### src/rtl/cud_pkg.sv
package cud_pkg;

  typedef enum logic [2:0] {
    ST_IDLE, ST_P1, ST_P2, ST_X3, ST_X4, ST_X5, ST_OPEN
  } seq_state_t;

  typedef enum logic [3:0] {
    K_OTHER, K_LEAD, K_SECOND, K_PGW, K_IDIN, K_IDOUT,
    K_EXT, K_ERASE, K_UNPROT, K_IDALT
  } step_kind_t;

  localparam int CMP_W = 15;
  localparam logic [CMP_W-1:0] ADR_A = 15'h5555;
  localparam logic [CMP_W-1:0] ADR_B = 15'h2AAA;

  // Classifies one write cycle by its compared address bits and data.
  function automatic step_kind_t classify(input logic [CMP_W-1:0] a,
                                          input logic [7:0] d);
    step_kind_t k;
    k = K_OTHER;
    if (a == ADR_B) begin
      if (d == 8'h55) k = K_SECOND;
    end else if (a == ADR_A) begin
      case (d)
        8'hAA:   k = K_LEAD;
        8'hA0:   k = K_PGW;
        8'h90:   k = K_IDIN;
        8'hF0:   k = K_IDOUT;
        8'h80:   k = K_EXT;
        8'h10:   k = K_ERASE;
        8'h20:   k = K_UNPROT;
        8'h60:   k = K_IDALT;
        default: k = K_OTHER;
      endcase
    end
    return k;
  endfunction

endpackage

### src/rtl/cud_step_match.sv
module cud_step_match
  import cud_pkg::*;
(
  input  logic [CMP_W-1:0] addr_lo,
  input  logic [7:0]       data,
  output step_kind_t       kind
);
  assign kind = classify(addr_lo, data);
endmodule

### src/rtl/cud_lockout.sv
module cud_lockout #(
  parameter int LOCK_CYCLES = 37500
) (
  input  logic clk,
  input  logic rst_n,
  input  logic start,
  output logic busy
);
  localparam int CW = $clog2(LOCK_CYCLES + 1);
  logic [CW-1:0] cnt_q;

  always_ff @(posedge clk) begin
    if (!rst_n)          cnt_q <= '0;
    else if (start)      cnt_q <= CW'(LOCK_CYCLES);
    else if (cnt_q != 0) cnt_q <= cnt_q - 1'b1;
  end

  assign busy = (cnt_q != '0);

  assert_lock_start_R7: assert property (@(posedge clk) disable iff (!rst_n)
    start |=> busy);
  assert_lock_no_spurious_R7: assert property (@(posedge clk) disable iff (!rst_n)
    (!busy && !start) |=> !busy);
endmodule

### src/rtl/cud_seq_fsm.sv
module cud_seq_fsm
  import cud_pkg::*;
#(
  parameter int ADDR_W = 17
) (
  input  logic              clk,
  input  logic              rst_n,
  input  logic              accept,
  input  logic              array_busy,
  input  step_kind_t        kind,
  input  logic [ADDR_W-1:0] addr,
  input  logic [7:0]        data,
  output logic              cmd_page_write,
  output logic              cmd_chip_erase,
  output logic              cmd_prot_disable,
  output logic              cmd_id_entry,
  output logic              cmd_id_exit,
  output logic              load_valid,
  output logic [ADDR_W-1:0] load_addr,
  output logic [7:0]        load_data,
  output logic              prot_enabled,
  output logic              lock_start
);
  seq_state_t st_q, st_d;
  logic prot_q;
  logic ev_pgw, ev_erase, ev_unprot, ev_ide, ev_idx, ev_load, ev_lock, fresh;

  always_comb begin
    st_d = st_q;
    ev_pgw = 1'b0; ev_erase = 1'b0; ev_unprot = 1'b0;
    ev_ide = 1'b0; ev_idx = 1'b0; ev_load = 1'b0; ev_lock = 1'b0;
    fresh = 1'b0;
    if (st_q == ST_OPEN && array_busy) begin
      st_d = ST_IDLE;
    end else if (accept) begin
      case (st_q)
        ST_IDLE: fresh = 1'b1;
        ST_P1:   if (kind == K_SECOND) st_d = ST_P2; else fresh = 1'b1;
        ST_P2: begin
          case (kind)
            K_PGW:   begin st_d = ST_OPEN; ev_pgw = 1'b1; end
            K_IDIN:  begin st_d = ST_IDLE; ev_ide = 1'b1; end
            K_IDOUT: begin st_d = ST_IDLE; ev_idx = 1'b1; end
            K_EXT:   st_d = ST_X3;
            default: fresh = 1'b1;
          endcase
        end
        ST_X3:   if (kind == K_LEAD)   st_d = ST_X4; else fresh = 1'b1;
        ST_X4:   if (kind == K_SECOND) st_d = ST_X5; else fresh = 1'b1;
        ST_X5: begin
          st_d = ST_IDLE;
          case (kind)
            K_ERASE:  ev_erase  = 1'b1;
            K_UNPROT: ev_unprot = 1'b1;
            K_IDALT:  ev_ide    = 1'b1;
            default:  fresh     = 1'b1;
          endcase
        end
        ST_OPEN: ev_load = 1'b1;
        default: st_d = ST_IDLE;
      endcase
      if (fresh) begin
        if (kind == K_LEAD) begin
          st_d = ST_P1;
        end else begin
          st_d = ST_IDLE;
          if (prot_q) ev_lock = 1'b1;
          else        ev_load = 1'b1;
        end
      end
    end
  end

  always_ff @(posedge clk) begin
    if (!rst_n) begin
      st_q             <= ST_IDLE;
      prot_q           <= 1'b0;
      cmd_page_write   <= 1'b0;
      cmd_chip_erase   <= 1'b0;
      cmd_prot_disable <= 1'b0;
      cmd_id_entry     <= 1'b0;
      cmd_id_exit      <= 1'b0;
      load_valid       <= 1'b0;
      load_addr        <= '0;
      load_data        <= '0;
    end else begin
      st_q             <= st_d;
      cmd_page_write   <= ev_pgw;
      cmd_chip_erase   <= ev_erase;
      cmd_prot_disable <= ev_unprot;
      cmd_id_entry     <= ev_ide;
      cmd_id_exit      <= ev_idx;
      load_valid       <= ev_load;
      if (ev_load) begin
        load_addr <= addr;
        load_data <= data;
      end
      if (ev_pgw)         prot_q <= 1'b1;
      else if (ev_unprot) prot_q <= 1'b0;
    end
  end

  assign prot_enabled = prot_q;
  assign lock_start   = ev_lock;

  logic [4:0] pulses;
  assign pulses = {cmd_page_write, cmd_chip_erase, cmd_prot_disable,
                   cmd_id_entry, cmd_id_exit};

  assert_onehot_pulse_R11: assert property (@(posedge clk) disable iff (!rst_n)
    $onehot0(pulses));
  assert_single_cycle_R11: assert property (@(posedge clk) disable iff (!rst_n)
    (|pulses) |=> !(|pulses));
  assert_prot_set_R5: assert property (@(posedge clk) disable iff (!rst_n)
    $rose(prot_q) |-> cmd_page_write);
  assert_prot_clear_R5: assert property (@(posedge clk) disable iff (!rst_n)
    $fell(prot_q) |-> cmd_prot_disable);
  assert_busy_quiet_R10: assert property (@(posedge clk) disable iff (!rst_n)
    array_busy |=> !(|pulses) && !load_valid);
  assert_lock_no_load_R7: assert property (@(posedge clk) disable iff (!rst_n)
    lock_start |=> !load_valid && prot_q);
endmodule

### src/rtl/cmd_unlock_decoder.sv
module cmd_unlock_decoder
  import cud_pkg::*;
#(
  parameter int ADDR_W      = 17,
  parameter int LOCK_CYCLES = 37500
) (
  input  logic              clk,
  input  logic              rst_n,
  input  logic              wr_valid,
  input  logic [ADDR_W-1:0] wr_addr,
  input  logic [7:0]        wr_data,
  input  logic              array_busy,
  output logic              cmd_page_write,
  output logic              cmd_chip_erase,
  output logic              cmd_prot_disable,
  output logic              cmd_id_entry,
  output logic              cmd_id_exit,
  output logic              load_valid,
  output logic [ADDR_W-1:0] load_addr,
  output logic [7:0]        load_data,
  output logic              prot_enabled,
  output logic              lockout_busy
);
  step_kind_t kind;
  logic       accept;
  logic       lock_start;

  cud_step_match u_match (
    .addr_lo (wr_addr[CMP_W-1:0]),
    .data    (wr_data),
    .kind    (kind)
  );

  assign accept = wr_valid && !array_busy && !lockout_busy;

  cud_seq_fsm #(.ADDR_W(ADDR_W)) u_fsm (
    .clk              (clk),
    .rst_n            (rst_n),
    .accept           (accept),
    .array_busy       (array_busy),
    .kind             (kind),
    .addr             (wr_addr),
    .data             (wr_data),
    .cmd_page_write   (cmd_page_write),
    .cmd_chip_erase   (cmd_chip_erase),
    .cmd_prot_disable (cmd_prot_disable),
    .cmd_id_entry     (cmd_id_entry),
    .cmd_id_exit      (cmd_id_exit),
    .load_valid       (load_valid),
    .load_addr        (load_addr),
    .load_data        (load_data),
    .prot_enabled     (prot_enabled),
    .lock_start       (lock_start)
  );

  cud_lockout #(.LOCK_CYCLES(LOCK_CYCLES)) u_lock (
    .clk   (clk),
    .rst_n (rst_n),
    .start (lock_start),
    .busy  (lockout_busy)
  );

  assert_lock_ignores_R7: assert property (@(posedge clk) disable iff (!rst_n)
    (lockout_busy && wr_valid) |=> !load_valid && !(cmd_page_write ||
      cmd_chip_erase || cmd_prot_disable || cmd_id_entry || cmd_id_exit));
endmodule

### config.mk
export PLATFORM = sky130hd
export DESIGN_NAME = cmd_unlock_decoder
export DESIGN_NICKNAME = d
export VERILOG_FILES = /design/src/rtl/cud_pkg.sv /design/src/rtl/cud_step_match.sv /design/src/rtl/cud_lockout.sv /design/src/rtl/cud_seq_fsm.sv /design/src/rtl/cmd_unlock_decoder.sv
export SDC_FILE = /design/constraint.sdc
export NUM_CORES = 1
export LEC_CHECK = 0
export BUFFER_PORTS_ARGS = -buffer_cell sky130_fd_sc_hd__buf_2
export CORE_MARGIN = 10
export CORE_UTILIZATION = 48
export DETAILED_ROUTE_END_ITERATION = 8
export HOLD_SLACK_MARGIN = 0.02
export PLACE_DENSITY = 0.75
export SYNTH_ARGS = -nofsm -noshare
export SYNTH_HDL_FRONTEND = slang
export SYNTH_SLANG_ARGS = --single-unit
### constraint.sdc
create_clock -name clk -period 3.2 [get_ports clk]
set_clock_uncertainty 0.2 [all_clocks]
set_input_delay 0.64 -clock clk [delete_from_list [all_inputs] [get_ports clk]]
set_output_delay 0.64 -clock clk [all_outputs]
set_load 0.03 [all_outputs]
* Word level (Yosys, flattened, before mapping)
Cells that the tools add are included.
** Word-level totals
- Register bits :: 51
- Latch bits :: 0
- Bits in writable memories :: 0
- Bits in read-only memories :: 0
- Input bits :: 29
- Output and inout port bits :: 33
- Memories kept :: 0
** Operators by class
- Add/subtract/negate cells :: 1
- Multipliers :: 0
- Divide/modulo/power cells :: 0
- $lt $le $gt $ge :: 0
- Equal/unequal tests :: 31
- Shift-type cells :: 0
- Mux-type cells :: 46
- Bitwise gates (word level) :: 4
- Reductions and logical operators :: 20
** Operators with widths (count)
- 8-bit == test (second input constant) :: 5
- 1-bit two-way mux :: 32
- 16-bit two-way mux :: 2
- 4-bit one-hot mux with 8 select lines :: 1
- 4-bit by 3-bit == test with 1-bit output (second input constant) :: 4
- 8-bit by 7-bit == test with 1-bit output (second input constant) :: 2
- 16-bit nonzero test :: 1
- 16-bit by 1-bit subtractor with 16-bit output (second input constant) :: 1
- 15-bit by 14-bit == test with 1-bit output (second input constant) :: 1
- 15-bit == test (second input constant) :: 1
- 3-bit one-hot mux with 5 select lines :: 1
- 3-bit two-way mux :: 4
- 4-bit OR reduction :: 3
- 2-bit OR reduction :: 5
- 3-bit == test (second input constant) :: 3
- 3-bit by 1-bit inequality test with 1-bit output (second input constant) :: 3
- 3-bit one-hot mux with 3 select lines :: 1
- 4-bit by 2-bit == test with 1-bit output (second input constant) :: 2
- 4-bit == test (second input constant) :: 2
- 8-bit by 5-bit == test with 1-bit output (second input constant) :: 1
- 8-bit by 6-bit == test with 1-bit output (second input constant) :: 1
- 4-bit two-way mux :: 2
- 3-bit by 2-bit == test with 1-bit output (second input constant) :: 2
- 6-bit AND reduction :: 1
- other kinds (13) :: 21

* Depth between registers and ports, before layout
- Word-level depth :: 14
- Gate-level depth with buffers :: 11
- Mapped depth without buffers :: 8

* Modules after synthesis
Synthesis repeated with hierarchy kept, for this count alone.
** Unflattened totals
- Cell total of the unflattened synthesis :: 325
- Area, all modules :: 2985.4 µm²
** By module, submodules not included
- cud_seq_fsm :: times used 1, cells an instance 190, area each 1825.5 µm², seq. area each 700.7 µm²
- cud_lockout :: times used 1, cells an instance 101, area each 889.6 µm², seq. area each 320.3 µm²
- cud_step_match :: times used 1, cells an instance 33, area each 257.7 µm², seq. area each 0.0 µm²
- cmd_unlock_decoder :: times used 1, cells an instance 1, area each 12.5 µm², seq. area each 0.0 µm²

* Worst setup path after synthesis
No wires, ideal clock.
- Kind :: input to register
- Start :: in wr_data[0]
- End :: reg u_fsm.load_addr[10]
- Setup time :: 72 ps
- Data arrival time :: 2862 ps
- Required time :: 2928 ps
- Setup slack :: 66 ps
- Stages on the path :: 10
- Cell sequence :: or4_1 clkbuf_1 o32ai_2 nand3_1 o221a_2 o21a_1 o41ai_2 buf_6 buf_12 mux2i_1
** On the way
- Word-level cells in the longest chain between the ends :: 13
- Elaborated cells on any way between the ends :: 35
** RTL lines
- start, declared :: RTL line cmd_unlock_decoder.sv:11 : input logic [7:0] wr_data,
- 8-bit by 7-bit == test with 1-bit output, or another cell as far along :: RTL line cud_pkg.sv:24 : case (d)
- 4-bit one-hot mux with 8 select lines :: RTL line cud_pkg.sv:24
- 4-bit two-way mux :: RTL line cud_pkg.sv:23 : end else if (a == ADR_A) begin
- 4-bit two-way mux * :: RTL line cud_pkg.sv:21 : if (a == ADR_B) begin
- 4-bit by 2-bit == test with 1-bit output, or another cell as far along :: RTL line cud_seq_fsm.sv:40 : case (kind)
- 4-bit OR reduction (no line) / 3-bit OR reduction (equally long branches)
- 1-bit two-way mux (on tied branches) :: RTL line cud_seq_fsm.sv:40, cud_seq_fsm.sv:52
- 1-bit one-hot mux with 5 select lines :: RTL line cud_seq_fsm.sv:36 : case (st_q)
- 1-bit two-way mux :: RTL line cud_seq_fsm.sv:35 : end else if (accept) begin
- 1-bit two-way mux :: RTL line cud_seq_fsm.sv:33 : if (st_q == ST_OPEN && array_busy) begin
- 1-bit two-way mux * :: RTL line cud_seq_fsm.sv:62 : if (fresh) begin
- 1-bit two-way mux * :: RTL line cud_seq_fsm.sv:35
- 1-bit two-way mux * :: RTL line cud_seq_fsm.sv:33
- end signal, assigned :: RTL line cud_seq_fsm.sv:95 : load_addr <= addr;
- end, declared :: RTL line cud_seq_fsm.sv:19 : output logic [ADDR_W-1:0] load_addr,
Mark *: on every way between the ends. The rest lies on a longest branch, timed or not. The select of a mux whose other input is x is not followed.
A chain may end at the register's enable or synchronous reset.

* Worst setup path after layout
- Start :: in wr_data[5]
- End :: reg u_fsm.load_data[5]
** On the way
- Word-level cells in the longest chain between the ends :: 13
- Elaborated cells on any way between the ends :: 35
** RTL lines
- 8-bit by 7-bit == test with 1-bit output, or another cell as far along :: RTL line cud_pkg.sv:24
- 4-bit one-hot mux with 8 select lines :: RTL line cud_pkg.sv:24
- 4-bit two-way mux :: RTL line cud_pkg.sv:23
- 4-bit two-way mux :: RTL line cud_pkg.sv:21
- 4-bit by 2-bit == test with 1-bit output, or another cell as far along :: RTL line cud_seq_fsm.sv:40
- 4-bit OR reduction (no line) / 3-bit OR reduction (equally long branches)
- 1-bit two-way mux (on tied branches) :: RTL line cud_seq_fsm.sv:40, cud_seq_fsm.sv:52
- 1-bit one-hot mux with 5 select lines :: RTL line cud_seq_fsm.sv:36
- 1-bit two-way mux :: RTL line cud_seq_fsm.sv:35
- 1-bit two-way mux :: RTL line cud_seq_fsm.sv:33
- 1-bit two-way mux :: RTL line cud_seq_fsm.sv:62
- 1-bit two-way mux :: RTL line cud_seq_fsm.sv:35
- 1-bit two-way mux :: RTL line cud_seq_fsm.sv:33
- end signal, assigned :: RTL line cud_seq_fsm.sv:96 : load_data <= data;
- end, declared :: RTL line cud_seq_fsm.sv:20 : output logic [7:0] load_data,
Parallel ways exist; a longest one is shown, timed or not. The select of a mux whose other input is x is not followed.

==> summary by stage <==
Finish
Of the cells placed in the final design, the portion with a size suffix greater than 1 is 0.289. The filler cells instantiated in the layout total 499. The finished cells cover 0.00333 mm². The finished layout holds 456 standard cells, fillers aside.

The count of nets after finishing is 413. Relative to the synthesized area, the layout overhead comes to 24.1%. At the end of the flow the core is filled with cells to 0.608. The antenna diode count is 0. Registers take 0.00102 mm². The multi-input combinational cells in the finished layout cover a total of 0.00156 mm².

STA
At the pin with the least slew margin, the transition time is 0.541 ns. Measured against its own limit, the worst slew margin works out to 0.634. The routed design could run at a clock period as short as 3.03 ns. The count of final max-slew check failures is 0. The maximum achievable frequency is 0.330 GHz. The number of hold violations in the final report is 0. The count of endpoints failing setup in the final report is 0.

Dividing the final minimum period by the clock period gives 0.947. Setup repair after global routing left no endpoint under its margin. Hold is met by 0.258 ns.

Global routing
The largest net degree at the start of global routing is 54. The first global-routing pass estimated 10700 µm of wire. The number of global-route vias before repair was 2269.

The global route total overflow is 0. The number of antenna violations at the first check in global routing was 0. The total global-route track usage is 0.143.

Yosys
The count of state elements after synthesis is 51. The most frequent cell after synthesis is nand2_1. The cell area that synthesis handed to floorplanning was 0.00268 mm². In the synthesized netlist, the number of instances is 305. The prevailing post-synth register cell is dfxtp_1. The library cell with the largest summed area after synthesis is dfxtp_1. The fraction of post-synthesis cell area in the top cell type by area is 0.381. The share of the Yosys chip area taken by registers is 0.381. Ranked by instance count, the synthesized netlist is headed by nand2_1, dfxtp_1, mux2i_1. The async set or reset register ratio after synthesis is 0. Ranked by total cell area, the synthesized netlist is headed by dfxtp_1, mux2i_1, nand2_1, a21oi_1, nor2_1. The mean area per synthesized cell is 8.79 µm².

The number of enable-type register cells in the synthesized netlist is 0. The number of distinct library cells after synthesis is 54. The Yosys step of the flow raised 0 warnings. The total nets after synthesis is 335.

Place
Once placement completed, the tool counted placed cells totaling 448. The count of buffers added on input and output ports is 61. The detailed-placement wirelength estimate is 4990 µm. The placed instances occupy a cell area of 0.00321 mm².

The placer's final routability congestion estimate is 0.899.

Power
Power spread over the standard cell area amounts to 617 mW/mm². In this run the static leakage power is 1.40 nW. IR analysis of the VDD net gives a maximum drop of 276 µV. The design draws 2.05 mW.

Job
Across the run, the number of max-cap violations was 0.

Critical path
The critical path required time is 3.23 ns. The endpoint type of the worst setup path is a flop. STA classifies the critical path startpoint as an input pin. Data arrives at the worst endpoint at 3.06 ns.

Along the worst path, the maximum fanout reaches 21. The endpoint of the worst-slack reg-to-reg timing path is u_fsm.load_data[5]$_SDFFE_PN0P_. For flop-to-flop paths, the worst setup slack is 0.22 ns. The path type of the worst setup path is input pin to flop. The worst register-to-register path begins at u_lock.cnt_q[7]$_SDFFE_PP0P_. Counting cells, the worst reg-to-reg path comes to 7.

Clock tree
The number of hold buffers added after CTS was 0. Clock-pin slew was measured on the worst setup and hold paths at 0.10 ns. The clock latency on the worst-skew pair is 0.31 ns. The number of sinks driven by the clock tree is 51. The cell sitting at the root of the clock tree is a clkbuf_8.

The number of CTS-inserted buffers is 5. The H-tree depth is 2. The maximum number of buffers from clock root to sink is 2. The TritonCTS clock tree is done.

After clock tree synthesis, the setup repair step added 0 buffers.

Floorplan
The floorplan step defined a die boundary enclosing 0.00898 mm². From bottom edge to top edge, the die measures 94.7 µm. The starting density of the core is 0.490.

62 I/O pins were placed. The placeable core region is 0.00547 mm². The number of placement rows is 27. The floorplan die width is 94.7 µm.

Routing
The residual antenna-violating net count after detailed routing is 0. In the routed design, unresolved DRC markers number 0. The mean number of vias per cell is 5.34.

The first detailed-routing pass ran for 4 iterations. The initial DRC count is 96. The detail-routed net length per standard cell is 14.3 µm.

Summing over every cut layer, the via total after detailed routing is 2437. The detailed-route wire length is 6510 µm.

Worst hold path
For hold timing, the worst endpoint is u_fsm.load_addr[11]$_SDFFE_PN0P_. The critical hold path startpoint is u_fsm.load_addr[11]$_SDFFE_PN0P_. The worst min-delay path class is flop to flop. Along the worst hold path, the cell count comes to 2.

Outcome
The flow ran to the end, and the final reports show no timing, DRC or antenna violations.
[final cells by class]
class,count,area share
repair buffers,87,0.158
clock inverters,2,0.0105
clock buffers,6,0.0248
well taps,72,0.0271
multi-input cells,234,0.468
inverters,4,0.00451
flip-flops and latches,51,0.307
[cells by family after synthesis]
family,share of synthesized area
compound gates,0.0957
xor+xnor,0.0457
fa+ha+maj,0.00840
buf+inv,0.0439
flops,0.381
mux,0.101
simple gates,0.324
[per-stage QoR]
stage	setup WS, ns	setup TNS [ns]
floorplan	0.0665	0
global placement	-0.113	-2.19
detailed placement	-0.128	-2.70
CTS	0.184	0
global route	0.000847	0
finish	0.170	0
[worst max-delay path by stage]
stage | endpoint | cells past startpoint | from | slack, ns
3_5_place_dp | u_fsm.load_addr[0]$_SDFFE_PN0P_ | 11 | wr_data[5] | -0.13
2_1_floorplan | u_fsm.load_addr[10]$_SDFFE_PN0P_ | 10 | wr_data[0] | 0.07
3_3_place_gp | u_fsm.st_q[0]$_SDFFE_PP0P_ | 9 | wr_data[0] | -0.11
4_1_cts | u_fsm.st_q[0]$_SDFFE_PP0P_ | 8 | wr_data[1] | 0.18
5_1_grt | u_fsm.st_q[0]$_SDFFE_PP0P_ | 10 | wr_data[1] | 0.0008
6_report | u_fsm.load_data[5]$_SDFFE_PN0P_ | 11 | wr_data[5] | 0.17
[critical path: stages]
cell     delay, ns
buf_2         0.12
nor2b_1       0.14
a211o_1       0.29
a21oi_1       0.34
buf_4         0.18
nor3_1        0.04
o221a_2       0.27
o21a_1        0.17
o41ai_4       0.41
buf_12        0.24
mux2i_1       0.21
[registers in the layout, indices dropped and copies added, names as in the netlist]
signal / cells
u_fsm.cmd_prot_disable: 1
u_fsm.cmd_id_entry: 1
u_fsm.load_valid: 1
u_fsm.load_addr: 17
u_fsm.load_data: 8
u_fsm.cmd_page_write: 1
u_fsm.prot_enabled: 1
u_fsm.cmd_chip_erase: 1
u_lock.cnt_q: 16
u_fsm.cmd_id_exit: 1
u_fsm.st_q: 3
[routing by layer]
layer | global-route usage | routed length, µm | vias up
met5 | 0 | 0 | -
met4 | 0.0411 | 68 | 0
met3 | 0.0325 | 326 | 9
met2 | 0.241 | 3200 | 55
met1 | 0.178 | 2920 | 1140
li1 | - | - | 1233
[cells in the final DEF, fill, tap and decap left out, types with 2 or more instances in the layout]
cell      Yosys  layout
o21ai_0       3       3
nand3_1       7       7
buf_12        2       2
mux2i_1      26      26
dfxtp_1      51      51
a31o_2        2       2
nor4_1        2       2
nor3_1       12      12
o21a_1        3       3
xor2_1        7       7
o21bai_1      2       2
xnor2_1       7       7
inv_1         4       4
nor2_1       17      17
nor4b_1       4       4
and2_1        2       2
a211o_1       2       2
buf_4         0      24
or2_2         2       2
nor3b_1       8       7
and4b_1       3       3
nor4_4        2       2
buf_2         2      61
nor2b_1       5       5
nand2b_1      2       2
a21oi_1      13      13
nor4bb_1      6       6
clkbuf_8      0       6
nand2_1      60      60
nand4_1       4       4
and3_1       10      10
[repair_timing]
action	CTS	global route
resized for setup	0	1
hold endpoints to repair	0	0
setup endpoints to repair	0	1
[power by group]
part / switching, mW / internal, mW
sequential: 0.0962 / 0.736
clock: 0.215 / 0.253
combinational: 0.406 / 0.346
Note: power is estimated with default switching activity, not from simulation.
